## config.mk

```make
export PLATFORM = sky130hd
export DESIGN_NAME = txs_serial_tx
export DESIGN_NICKNAME = d
export VERILOG_FILES = /design/src/rtl/txs_pkg.sv /design/src/rtl/txs_clk_edge.sv /design/src/rtl/txs_bit_timer.sv /design/src/rtl/txs_hold_buf.sv /design/src/rtl/txs_shifter.sv /design/src/rtl/txs_serial_tx.sv
export SDC_FILE = /design/constraint.sdc
export NUM_CORES = 1
export LEC_CHECK = 0
export BUFFER_PORTS_ARGS = -buffer_cell sky130_fd_sc_hd__buf_4
export CORE_MARGIN = 3
export CORE_UTILIZATION = 55
export DETAILED_ROUTE_END_ITERATION = 12
export PLACE_DENSITY = 0.77
export SLEW_MARGIN = 10
export SYNTH_ARGS = -nofsm -noshare
export SYNTH_HDL_FRONTEND = slang
export SYNTH_SLANG_ARGS = --single-unit
```

## constraint.sdc

```tcl
create_clock -name clk -period 3.2 [get_ports clk]
set_input_delay 0 -clock clk [delete_from_list [all_inputs] [get_ports clk]]
set_output_delay 0 -clock clk [all_outputs]
set_load 0.005 [all_outputs]
```

## src/rtl/txs_pkg.sv

```systemverilog
package txs_pkg;

    localparam int CHAR_W  = 8;
    localparam int FRAME_W = CHAR_W + 3;
    localparam int CNT_W   = 6;
    localparam int LEFT_W  = $clog2(FRAME_W + 1);

    typedef enum logic [1:0] {
        LEN5 = 2'd0,
        LEN6 = 2'd1,
        LEN7 = 2'd2,
        LEN8 = 2'd3
    } char_len_e;

    typedef enum logic [1:0] {
        BAUD_X1   = 2'd0,
        BAUD_X16  = 2'd1,
        BAUD_X64  = 2'd2,
        BAUD_X64B = 2'd3
    } baud_e;

    typedef struct packed {
        logic      sync_mode;
        logic      sync_two;
        char_len_e len;
        logic      par_en;
        logic      par_odd;
        baud_e     baud;
    } mode_t;

    typedef struct packed {
        logic [FRAME_W-1:0] bits;
        logic [LEFT_W-1:0]  count;
    } frame_t;

    // Lays a character out in wire order, bit 0 goes first.
    function automatic frame_t build_frame(
        input logic [CHAR_W-1:0] d,
        input char_len_e         len,
        input logic              par_en,
        input logic              par_odd,
        input logic              async_fmt
    );
        frame_t            f;
        logic [LEFT_W-1:0] pos;
        logic              par;
        f.bits = '1;
        pos    = '0;
        par    = par_odd;
        if (async_fmt) begin
            f.bits[0] = 1'b0;
            pos       = LEFT_W'(1);
        end
        for (int i = 0; i < CHAR_W; i++) begin
            if (i < int'(len) + 5) begin
                f.bits[pos] = d[i];
                par         = par ^ d[i];
                pos         = pos + LEFT_W'(1);
            end
        end
        if (par_en) begin
            f.bits[pos] = par;
            pos         = pos + LEFT_W'(1);
        end
        if (async_fmt) begin
            f.bits[pos] = 1'b1;
            pos         = pos + LEFT_W'(1);
        end
        f.count = pos;
        return f;
    endfunction

    // Last value of the per-bit tick counter.
    function automatic logic [CNT_W-1:0] bit_limit(input mode_t m);
        logic [CNT_W-1:0] lim;
        if (m.sync_mode) begin
            lim = '0;
        end else begin
            unique case (m.baud)
                BAUD_X1:  lim = '0;
                BAUD_X16: lim = CNT_W'(15);
                default:  lim = CNT_W'(63);
            endcase
        end
        return lim;
    endfunction

endpackage

```

## src/rtl/txs_clk_edge.sv

```systemverilog
module txs_clk_edge #(
    parameter int SYNC_STAGES = 2
) (
    input  logic clk,
    input  logic rst,
    input  logic txc,
    output logic fall
);
    logic [SYNC_STAGES-1:0] sync_q;
    logic                   last_q;

    always_ff @(posedge clk) begin
        if (rst) begin
            sync_q <= '1;
            last_q <= 1'b1;
        end else begin
            sync_q <= {sync_q[SYNC_STAGES-2:0], txc};
            last_q <= sync_q[SYNC_STAGES-1];
        end
    end

    assign fall = last_q & ~sync_q[SYNC_STAGES-1];

endmodule

```

## src/rtl/txs_bit_timer.sv

```systemverilog
module txs_bit_timer #(
    parameter int CNT_W = 6
) (
    input  logic             clk,
    input  logic             rst,
    input  logic             tick,
    input  logic             restart,
    input  logic [CNT_W-1:0] limit,
    output logic             bit_end
);
    logic [CNT_W-1:0] cnt_q;

    assign bit_end = tick && (cnt_q == limit);

    always_ff @(posedge clk) begin
        if (rst) begin
            cnt_q <= '0;
        end else if (restart) begin
            cnt_q <= '0;
        end else if (tick) begin
            cnt_q <= bit_end ? '0 : cnt_q + CNT_W'(1);
        end
    end

endmodule

```

## src/rtl/txs_hold_buf.sv

```systemverilog
module txs_hold_buf #(
    parameter int CHAR_W = 8
) (
    input  logic              clk,
    input  logic              rst,
    input  logic              wr_stb,
    input  logic [CHAR_W-1:0] wr_data,
    input  logic              permit,
    input  logic              pop,
    output logic              full,
    output logic [CHAR_W-1:0] data
);
    always_ff @(posedge clk) begin
        if (rst) begin
            full <= 1'b0;
            data <= '0;
        end else if (pop) begin
            full <= 1'b0;
        end else if (wr_stb && permit && !full) begin
            full <= 1'b1;
            data <= wr_data;
        end
    end

endmodule

```

## src/rtl/txs_shifter.sv

```systemverilog
module txs_shifter
    import txs_pkg::*;
(
    input  logic              clk,
    input  logic              rst,
    input  logic              tick,
    input  logic              bit_end,
    input  mode_t             mode,
    input  logic              permit,
    input  logic              buf_full,
    input  logic [CHAR_W-1:0] buf_data,
    input  logic [CHAR_W-1:0] sync1,
    input  logic [CHAR_W-1:0] sync2,
    output logic              line,
    output logic              busy,
    output logic              carrying_data,
    output logic              load,
    output logic              pop
);
    typedef enum logic {SH_IDLE, SH_RUN} sh_state_e;

    sh_state_e          state_q;
    logic [FRAME_W-1:0] sr_q;
    logic [LEFT_W-1:0]  left_q;
    logic               data_q;
    logic               sel2_q;
    logic               boundary;
    logic               want_fill;
    logic [CHAR_W-1:0]  fill_char;
    frame_t             next_f;

    assign boundary  = tick && ((state_q == SH_IDLE) ||
                                (bit_end && left_q == LEFT_W'(1)));
    assign want_fill = mode.sync_mode && permit;
    assign pop       = boundary && buf_full;
    assign load      = boundary && (buf_full || want_fill);
    assign fill_char = (sel2_q && mode.sync_two) ? sync2 : sync1;

    always_comb begin
        if (buf_full) begin
            next_f = build_frame(buf_data, mode.len, mode.par_en,
                                 mode.par_odd, !mode.sync_mode);
        end else begin
            next_f = build_frame(fill_char, mode.len, mode.par_en,
                                 mode.par_odd, 1'b0);
        end
    end

    always_ff @(posedge clk) begin
        if (rst) begin
            state_q <= SH_IDLE;
            sr_q    <= '1;
            left_q  <= '0;
            data_q  <= 1'b0;
            sel2_q  <= 1'b0;
        end else if (load) begin
            state_q <= SH_RUN;
            sr_q    <= next_f.bits;
            left_q  <= next_f.count;
            data_q  <= buf_full;
            sel2_q  <= buf_full ? 1'b0 : (mode.sync_two & ~sel2_q);
        end else if (boundary) begin
            state_q <= SH_IDLE;
            sr_q    <= '1;
            left_q  <= '0;
            data_q  <= 1'b0;
        end else if (state_q == SH_RUN && bit_end) begin
            sr_q   <= {1'b1, sr_q[FRAME_W-1:1]};
            left_q <= left_q - LEFT_W'(1);
        end
    end

    assign busy          = (state_q == SH_RUN);
    assign carrying_data = busy && data_q;
    assign line          = busy ? sr_q[0] : 1'b1;

endmodule

```

## src/rtl/txs_serial_tx.sv

```systemverilog
module txs_serial_tx
    import txs_pkg::*;
#(
    parameter int SYNC_STAGES = 2
) (
    input  logic              clk,
    input  logic              rst,
    input  logic              sync_mode,
    input  logic              sync_two,
    input  logic [1:0]        char_len,
    input  logic              par_en,
    input  logic              par_odd,
    input  logic [1:0]        baud_sel,
    input  logic [CHAR_W-1:0] sync_char1,
    input  logic [CHAR_W-1:0] sync_char2,
    input  logic              tx_en,
    input  logic              send_break,
    input  logic              cts_n,
    input  logic              txc,
    input  logic              wr_stb,
    input  logic [CHAR_W-1:0] wr_data,
    output logic              txd,
    output logic              txrdy,
    output logic              txempty
);
    mode_t             mode_w;
    logic              permit;
    logic              fall_tick;
    logic              bit_end;
    logic              load;
    logic              pop;
    logic              buf_full;
    logic [CHAR_W-1:0] buf_data;
    logic              line;
    logic              busy;
    logic              carrying_data;

    assign mode_w.sync_mode = sync_mode;
    assign mode_w.sync_two  = sync_two;
    assign mode_w.len       = char_len_e'(char_len);
    assign mode_w.par_en    = par_en;
    assign mode_w.par_odd   = par_odd;
    assign mode_w.baud      = baud_e'(baud_sel);

    assign permit = tx_en && !cts_n;

    txs_clk_edge #(.SYNC_STAGES(SYNC_STAGES)) edge_i (
        .clk  (clk),
        .rst  (rst),
        .txc  (txc),
        .fall (fall_tick)
    );

    txs_bit_timer #(.CNT_W(CNT_W)) timer_i (
        .clk     (clk),
        .rst     (rst),
        .tick    (fall_tick),
        .restart (load),
        .limit   (bit_limit(mode_w)),
        .bit_end (bit_end)
    );

    txs_hold_buf #(.CHAR_W(CHAR_W)) buf_i (
        .clk     (clk),
        .rst     (rst),
        .wr_stb  (wr_stb),
        .wr_data (wr_data),
        .permit  (permit),
        .pop     (pop),
        .full    (buf_full),
        .data    (buf_data)
    );

    txs_shifter shift_i (
        .clk           (clk),
        .rst           (rst),
        .tick          (fall_tick),
        .bit_end       (bit_end),
        .mode          (mode_w),
        .permit        (permit),
        .buf_full      (buf_full),
        .buf_data      (buf_data),
        .sync1         (sync_char1),
        .sync2         (sync_char2),
        .line          (line),
        .busy          (busy),
        .carrying_data (carrying_data),
        .load          (load),
        .pop           (pop)
    );

    assign txd     = send_break ? 1'b0 : line;
    assign txrdy   = permit && !buf_full;
    assign txempty = !buf_full && !carrying_data;

endmodule

```

==> results.cfg, run 1 <==
[cts]
clkLatencyLatePin_ps = 290
htree_levels = 2
cts_tree = done
cts_root_buf = clkbuf_8
cts_resized = 0
cts_setup_buffers = 0
clkSlewWorstSetupHoldPaths_ps = 80
clock_path_buffers = 2
cts_buffers = 5
hold_buffers = 9
clock-sinks = 36

[logic_synthesis]
synth_compound_area_share_pct = 25.7
ys_ff_latch = 36
netlist-cell-type-count = 78
syn_area_sq_mm = 0.00388
syn_avg_cell_area_sq_um = 7.54
synth_edf_count = 0
async_flop_share_pct = 0
ys_seq_area_share_pct = 18.6
synth_warnings = 0
synth.mux.area_fraction_pct = 8.16
synthCells = 514
synth_xor_area_share_pct = 9.65
synth_simple_gate_area_share_pct = 25.9
ys.flop_type = dfxtp_1
synthAdderAreaFrac_pct = 6.13
synth_top_family_by_area = simple AND/OR/NAND/NOR gates

[timing]
fin_skew_ps = 9.83
tns_ps = 0
post-route-period-util_pct = 90.6
relSlewSlack_pct = 32.6
fmax_mhz = 345
tightest_slew_ps = 1010
setup_violations = 0
hold_viol = 0
post-route-min-period_ps = 2900
fin_ws_ps = 301
rsz0062_at_grt = false
slew_viol_final = 0

[placement]
pre_cts_slack_ps = 14.1
dpl_cell_area_sq_mm = 0.00440
gp_congestion = 0.998
post-place-cells = 651
dpl.hpwl_mm = 8.86
portBuffers = 41

[critical_path]
startpoint_type = input port
r2r_slack_ps = 540
r2r_end = shift_i.sr_q[5]
r2r_start = timer_i.cnt_q[0]
critPathArrivalTime_ps = 3060
required_ps = 3360
critPathKind = input port to flip-flop
r2r_cells = 8
endpoint_kind = flip-flop
critical_path_peak_fanout = 7

[detailed_routing]
dr.pass1.iters = 4
wl_per_cell_microns = 17.0
drt_iter0_drc = 277
post-route-drc-count = 0
num_vias = 4068
viasPerCell = 6.09
drt_wl_total_mm = 11.4
ant_nets = 0

[cells_and_area]
final_common_cell = buf_4
multiInputGateArea_sq_mm = 0.00294
postLayoutCellArea_sq_mm = 0.00458
instances_no_fill = 668
area_delta_synth_final_pct = 18.1
drive_gt1_share_pct = 19.1
diodes = 0
nets = 632
final_cell_mix = buf_4, nand2_1, nor2_1
final-seq-area_sq_um = 721
fillers = 596

[power]
vdd_drop_max_uv = 267
powerDensity_mw_per_mm2 = 331
p_leak_nw = 1.85

[die]
rows = 29
die_w_microns = 90.0
die_h_microns = 90.0
coreArea_sq_mm = 0.00660
die_area_sq_mm = 0.00809
initial_core_util_pct = 58.7
ios = 42

[run_status]
status = completed

[grt]
grt_pass1_vias = 3935
grt_usage_pct = 28.3
antenna_found_initial = 0
grt_first_pass_wirelength_mm = 19.1
grt_max_degree = 34
grt_overflow = 0

[min_path]
hold_start = rst
hold-path-endpoint = shift_i.sel2_q
holdPathStages = 2
holdCritPathClass = input port to flip-flop

[run]
maxCapViolations = 0
layer usage:
layer / part of all wire [%] / vias up / GRT usage (%) / wire [microns]
li1: - / 1986 / - / -
met2: 48 / 153 / 48.1 / 5420
met5: 0 / - / 0 / 0
met3: 6.2 / 30 / 4.26 / 704
met4: 2.5 / 0 / 7.91 / 289
met1: 43 / 1899 / 37.3 / 4930
per-stage QoR:
step | power [mW] | utilization [%] | hold slack, ps
after floorplan | 0.957 | - | 27.6
after global placement | 1.15 | 66.6 | 188
after detailed placement | 1.16 | 66.6 | 189
after CTS | 1.51 | 69.4 | 77.3
after global routing | 1.60 | 69.4 | 98.3
final | 1.52 | 69.4 | 81.5
report_power, final:
group | switching [mW] | internal [mW]
registers | 0.0188 | 0.467
clock network | 0.173 | 0.175
logic | 0.385 | 0.299
total | 0.576 | 0.940
worst max-delay path: stages:
cell and delay (ps):
buf_4 110, inv_1 60, ha_1 280, xor2_2 230, inv_1 90, ha_1 350, or3b_1 350, a21oi_1 210
a211oi_2 70, or2_1 370, nor4_2 350, mux2i_1 130, a211oi_1 280, o221ai_1 170
cell usage after synthesis (7+ instances only):
master	instances	share of area (%)
nand2_1	59	5.7
a31oi_1	8	1.3
nor2b_1	12	1.9
mux2i_1	26	6.7
o221ai_1	7	1.6
ha_1	19	6.1
inv_1	15	1.5
nand2b_1	10	1.6
xnor2_1	22	5.0
o21ai_0	23	3.0
a21oi_1	41	5.3
nand3_1	18	2.3
a211oi_1	10	1.9
dfxtp_1	36	19
nor2_1	43	4.2
nor3_1	17	2.2
clkbuf_1	17	1.6
xor2_1	7	1.6
how the worst max path moves through the flow:
stage	from	endpoint	slack (ps)
final	char_len[0]	shift_i.sr_q[0]	300
after global routing	char_len[1]	shift_i.sr_q[0]	60
after CTS	sync_mode	shift_i.sr_q[0]	310
after detailed placement	sync_mode	shift_i.sr_q[0]	10
after global placement	sync_mode	shift_i.left_q[1]	40
after floorplan	char_len[0]	shift_i.left_q[3]	10
flip-flops by register name, indices dropped and copies added (netlist names):
register,flops
buf_i.data,8
buf_i.full,1
edge_i.last_q,1
edge_i.sync_q,2
shift_i.busy,1
shift_i.data_q,1
shift_i.left_q,4
shift_i.sel2_q,1
shift_i.sr_q,11
timer_i.cnt_q,6
layout make-up:
cell class | instances | area share [%]
clock buffers | 7 | 1.88
clock inverters | 1 | 0.164
inverters | 15 | 1.23
multi-input cells | 432 | 64.2
flip-flops and latches | 36 | 15.7
well taps | 93 | 2.54
repair buffers | 84 | 14.3
cell families (layout without fill, tap and decap cells):
kind of cell    count (synthesis)  in the layout
other cells                     1              2
flops                          36             36
compound gates                142            142
fa+ha+maj                      19             19
simple gates                  203            203
mux                            30             30
xor+xnor                       36             36
buf+inv                        47            107
Power figures use the tool's default switching activity.
==> run 2: changes to the inputs <==
--- a/config.mk
+++ b/config.mk
@@ -9,6 +9,7 @@
 export CORE_MARGIN = 3
 export CORE_UTILIZATION = 55
 export DETAILED_ROUTE_END_ITERATION = 12
+export GPL_TIMING_DRIVEN = 0
 export PLACE_DENSITY = 0.77
 export SLEW_MARGIN = 10
 export SYNTH_ARGS = -nofsm -noshare
==> results.cfg, run 2 (synthesis gave the netlist of run 1 again) <==
[run_status]
status = completed

[cts]
clkLatencyLatePin_ps = 280
clkSlewWorstSetupHoldPaths_ps = 70
cts_buffers = 5
clock-sinks = 36
clock_path_buffers = 2
htree_levels = 2
cts_tree = done
cts_root_buf = clkbuf_8

[timing]
relSlewSlack_pct = 54.7
post-route-min-period_ps = 3120
post-route-period-util_pct = 97.5
whs_ps = 82.6
fmax_mhz = 321
fin_skew_ps = 7.92
hold_viol = 0
tightest_slew_ps = 675
setup_violations = 0
slew_viol_final = 0

[critical_path]
endpoint = shift_i.left_q[3]
startpoint_type = input port
critPathArrivalTime_ps = 3290
r2r_start = timer_i.cnt_q[0]
critPathKind = input port to flip-flop
r2r_end = shift_i.sr_q[0]
endpoint_kind = flip-flop
required_ps = 3370
startpoint = char_len[1]
critical_path_peak_fanout = 10
r2r_slack_ps = 370
r2r_cells = 7

[detailed_routing]
num_vias = 4214
dr.pass1.iters = 5
ant_nets = 0
viasPerCell = 6.23
post-route-drc-count = 0
drt_iter0_drc = 386
drt_wl_total_mm = 12.1
wl_per_cell_microns = 17.9

[die]
die_w_microns = 90.0
rows = 29
die_h_microns = 90.0
die_area_sq_mm = 0.00809
ios = 42
coreArea_sq_mm = 0.00660
initial_core_util_pct = 58.7

[grt]
grt_max_degree = 11
grt_pass1_vias = 3956
grt_overflow = 0
antenna_found_initial = 0
grt_first_pass_wirelength_mm = 19.6
grt_usage_pct = 29.2

[cells_and_area]
final_cell_mix = nand2_1, buf_4, nor2_1
drive_gt1_share_pct = 21.8
fillers = 547
largest_reg_flops = 11
area_delta_synth_final_pct = 25.1
final_common_cell = nand2_1
nets = 641
diodes = 0
top_register = shift_i.sr_q
top_regs = shift_i.sr_q: 11 flops, buf_i.data: 8 flops, timer_i.cnt_q: 6 flops

[power]
power_switching_mw = 0.616
vdd_drop_max_uv = 364
seq_power_share_pct = 30.1
total_power_mw = 1.60
powerDensity_mw_per_mm2 = 329
p_int_mw = 0.982
p_clk_share_pct = 22.0
power_frac_comb_pct = 47.9
switching_share_pct = 38.6
p_leak_nw = 1.87

[placement]
gp_congestion = 0.943
portBuffers = 40
dpl.hpwl_mm = 8.85

[min_path]
holdCritPathClass = input port to flip-flop

[run]
maxCapViolations = 0
==> run 2: changes by cell type in the layout (fill, tap and decap cells not counted), moves of 5 or more <==
cell,previous run,this run
a211oi_1,10,4
a211oi_2,1,6
buf_4,75,55
clkbuf_1,1,17
==> run 2: worst min path at each step <==
stage               startpoint                to  depth (start not counted)
CTS                        rst  shift_i.sr_q[10]                          3
floorplan           send_break               txd                          1
detailed placement         txc  edge_i.sync_q[0]                          2
global route               rst  shift_i.sr_q[10]                          3
finish                     rst  shift_i.sr_q[10]                          3
global placement           txc  edge_i.sync_q[0]                          2
==> run 2: power by group through the flow <==
stage               sequential (mW)  combinational [mW]  clock (mW)
finish                        0.480               0.766       0.352
global route                  0.483               0.826       0.375
CTS                           0.480               0.693       0.352
detailed placement            0.490               0.632           0
global placement              0.489               0.621           0
floorplan                     0.486               0.470           0
==> run 2: routing by layer <==
layer  up-vias  GRT usage [%]  routed length, microns
li1       1999              -                       -
met1      1954           38.3                    5110
met2       229           49.4                    5680
met3        32           5.76                     999
met4         0           7.27                     294
met5         -              0                       0
==> run 2: timing repair <==
action / CTS / global route
resized for setup: 23 / 26
pin swaps: 8 / 10
setup endpoints to repair: 13 / 13
endpoints found under the hold margin: 9 / 0
hold buffers: 9 / 0
setup buffers: 3 / 9
==> run 2: critical path: stages <==
cell and delay (ps):
buf_4 130, inv_2 90, ha_4 140, buf_8 130, buf_8 110, buf_8 130, buf_8 130, nor2b_4 170
ha_4 230, and3b_1 170, or3_4 390, and2_4 190, a21o_4 240, o32ai_4 400, a2111o_1 210, o211ai_1 120
a221o_1 300
==> run 2: per-stage QoR <==
step / cells / setup TNS [ps] / setup WS, ps / cell area [sq um] / util [%]
2_1_floorplan: 515 / 0 / 11.9 / 3890 / -
3_3_place_gp: 648 / -7000 / -646 / 4300 / 65.2
3_5_place_dp: 648 / -7610 / -682 / 4300 / 65.2
4_1_cts: 667 / 0 / 0.0167 / 4640 / 70.3
5_1_grt: 676 / -25.6 / -25.6 / 4850 / 73.5
6_report: 676 / 0 / 80.7 / 4850 / 73.5
==> run 2: layout make-up <==
cell class | count | area, sq um | share of cell area [%]
flip-flops and latches | 36 | 721 | 14.9
plain buffers | 32 | 200 | 4.13
inverters | 15 | 62.6 | 1.29
multi-input cells | 432 | 3160 | 65.2
well taps | 93 | 116 | 2.40
repair buffers | 61 | 493 | 10.2
clock buffers | 7 | 96.3 | 1.99
==> run 3: changes to the inputs <==
--- a/config.mk
+++ b/config.mk
@@ -5,12 +5,13 @@
 export SDC_FILE = /design/constraint.sdc
 export NUM_CORES = 1
 export LEC_CHECK = 0
+export ABC_AREA = 1
 export BUFFER_PORTS_ARGS = -buffer_cell sky130_fd_sc_hd__buf_4
 export CORE_MARGIN = 3
-export CORE_UTILIZATION = 55
+export CORE_UTILIZATION = 50
 export DETAILED_ROUTE_END_ITERATION = 12
 export GPL_TIMING_DRIVEN = 0
-export PLACE_DENSITY = 0.77
+export PLACE_DENSITY = 0.71
 export SLEW_MARGIN = 10
 export SYNTH_ARGS = -nofsm -noshare
 export SYNTH_HDL_FRONTEND = slang
==> results.cfg, run 3 <==
[run]
maxCapViolations = 0

[timing]
setup_violations = 0
tightest_slew_ps = 604
rsz0062_at_grt = false
slew_viol_final = 0
relSlewSlack_pct = 59.7
hold_viol = 1
tns_ps = 0
post-route-period-util_pct = 82.3
whs_ps = -5.84
fmax_mhz = 380
fin_skew_ps = 4.72
post-route-min-period_ps = 2630

[power]
vdd_drop_max_uv = 214
p_int_mw = 0.813
power_switching_mw = 0.541
total_power_mw = 1.35
p_leak_nw = 2.34
power_frac_comb_pct = 39.8
p_clk_share_pct = 24.6
switching_share_pct = 40.0
seq_power_share_pct = 35.5
powerDensity_mw_per_mm2 = 306

[cells_and_area]
largest_reg_flops = 11
final_common_cell = nand2_1
final_cell_mix = nand2_1, inv_1, nor2_1
nets = 812
diodes = 0
drive_gt1_share_pct = 12.7
top_regs = shift_i.sr_q: 11 flops, buf_i.data: 8 flops, timer_i.cnt_q: 6 flops
top_register = shift_i.sr_q
area_delta_synth_final_pct = 15.4
post-route-util_pct = 60.1
postLayoutCellArea_sq_mm = 0.00443

[die]
die_w_microns = 93.6
rows = 31
die_area_sq_mm = 0.00877
die_h_microns = 93.6
ios = 42
coreArea_sq_mm = 0.00737
initial_core_util_pct = 52.1

[critical_path]
cp_common_cell = nand2_1
r2r_end = shift_i.sr_q[10]
max_stage_delay_ps = 340
startpoint = sync_mode
r2r_start = shift_i.sel2_q
required_ps = 3440
r2r_cells = 14
critical_path.top_delay_family = simple AND/OR/NAND/NOR gates
crit_chain = buf_4 -> inv_2 -> ha_1 -> inv_2 -> nand2_1 -> nand2_4 -> inv_2 -> ha_1 -> nand2_1 -> nand2_1 -> nor2_2 -> nand2_1 -> nand3_2 -> nand3_1 -> nand2_1 -> nand2_2 -> nor2_2 -> nand2_1 -> nand2_1 -> nand2_1 -> nand2_1 -> nand2_1 -> nand2_1
critPathSlowestCell = ha_1
crit_buf_inv = 4
r2r_slack_ps = 940
endpoint_kind = flip-flop
critPathArrivalTime_ps = 2870
critical_path_peak_fanout = 7
critPathKind = input port to flip-flop
startpoint_type = input port

[logic_synthesis]
syn_area_sq_mm = 0.00384
ys.flop_type = dfxtp_1
syn_avg_cell_area_sq_um = 5.50
async_flop_share_pct = 0
ys_ff_latch = 36
synth_edf_count = 0
ys_seq_area_share_pct = 18.8
netlist-cell-type-count = 41
synth_most_common_cell = nand2_1
synth_top_area_share_pct = 22.1
synth_area_leaders = nand2_1, dfxtp_1, inv_1, o21ai_0, nand3_1
synthCells = 698
synth_warnings = 0
yosys.area.top_type = nand2_1
yosys-top-cells-count = nand2_1, inv_1, nor2_1, o21ai_0, nand3_1

[cts]
clkLatencyLatePin_ps = 290
cts_buffers = 5
htree_levels = 2
cts_resized = 0
clock-sinks = 36
clock_path_buffers = 2
cts_tree = done
clkSlewWorstSetupHoldPaths_ps = 80
cts_root_buf = clkbuf_8

[min_path]
hold_start = wr_data[0]
hold-path-endpoint = buf_i.data[0]
holdPathStages = 3
holdCritPathClass = input port to flip-flop

[detailed_routing]
post-route-drc-count = 0
viasPerCell = 5.35
num_vias = 4566
ant_nets = 0
dr.pass1.iters = 5
drt_wl_total_mm = 11.4
wl_per_cell_microns = 13.3
drt_iter0_drc = 248

[grt]
antenna_found_initial = 0
grt_overflow = 0
grt_pass1_vias = 4196
grt_usage_pct = 26.6
grt_max_degree = 12
grt_first_pass_wirelength_mm = 18.8

[placement]
dpl.hpwl_mm = 9.17
dpl_cell_area_sq_mm = 0.00428
portBuffers = 41
gp_congestion = 1.02

[run_status]
violations = hold timing
status = finished with violations
run 3: power groups by stage:
stage | clock, mW | combinational (mW) | sequential [mW]
3_3_place_gp | 0 | 0.511 | 0.491
6_report | 0.334 | 0.539 | 0.481
5_1_grt | 0.359 | 0.607 | 0.484
3_5_place_dp | 0 | 0.523 | 0.491
2_1_floorplan | 0 | 0.376 | 0.488
4_1_cts | 0.343 | 0.531 | 0.481
run 3: per-stage QoR:
step	setup WS (ps)	instances
4_1_cts	614	854
3_3_place_gp	352	839
6_report	566	854
2_1_floorplan	947	699
5_1_grt	337	854
3_5_place_dp	305	839
run 3: final cells by class:
cell class / count / area (sq um)
fillers: 786 / 2940
multi-input cells: 541 / 2650
repair buffers: 48 / 378
clock inverters: 1 / 8.76
flip-flops and latches: 36 / 721
clock buffers: 7 / 76.3
plain buffers: 18 / 85.1
well taps: 99 / 124
inverters: 104 / 392
run 3: repair_timing:
action                                  4_1_cts  5_1_grt
hold endpoints to repair                      9        0
setup buffers                                 0        0
hold buffers                                  7        0
endpoints found under the setup margin        0        0
run 3: worst max path at each step:
stage                            endpoint  slack, ps  cells past startpoint
after global routing      shift_i.sr_q[0]        340                     23
after CTS                 shift_i.sr_q[0]        610                     20
after floorplan           shift_i.sr_q[0]        950                     19
after global placement    shift_i.sr_q[0]        350                     20
after detailed placement  shift_i.sr_q[0]        310                     20
final                     shift_i.sr_q[0]        570                     23
run 3: cells by family (layout without fill, tap and decap cells):
logic type | count (synthesis) | in the layout | synth area share, %
DFF | 36 | 36 | 18.8
and+or+nand+nor | 389 | 389 | 43.5
adders and majority gates | 19 | 19 | 6.19
xor gates and xnor gates | 5 | 5 | 1.34
AOI/OAI and AO/OA | 125 | 125 | 17.5
muxes | 1 | 1 | 0.261
buffers and inverters | 122 | 178 | 12.4
other | 1 | 2 | 0.0977
run 3: worst register-to-register path, delay by kind of cell, from the launching register on:
family,cells,cell delay [ps]
compound gates,2,580
buf+inv,1,170
simple gates,11,1060
flops,1,330
run 3: layer usage:
metal / global-route usage [%] / wire [microns]
met1: 35.8 / 5250
met3: 3.70 / 679
met4: 6.86 / 204
met5: 0 / 0
met2: 44.7 / 5220
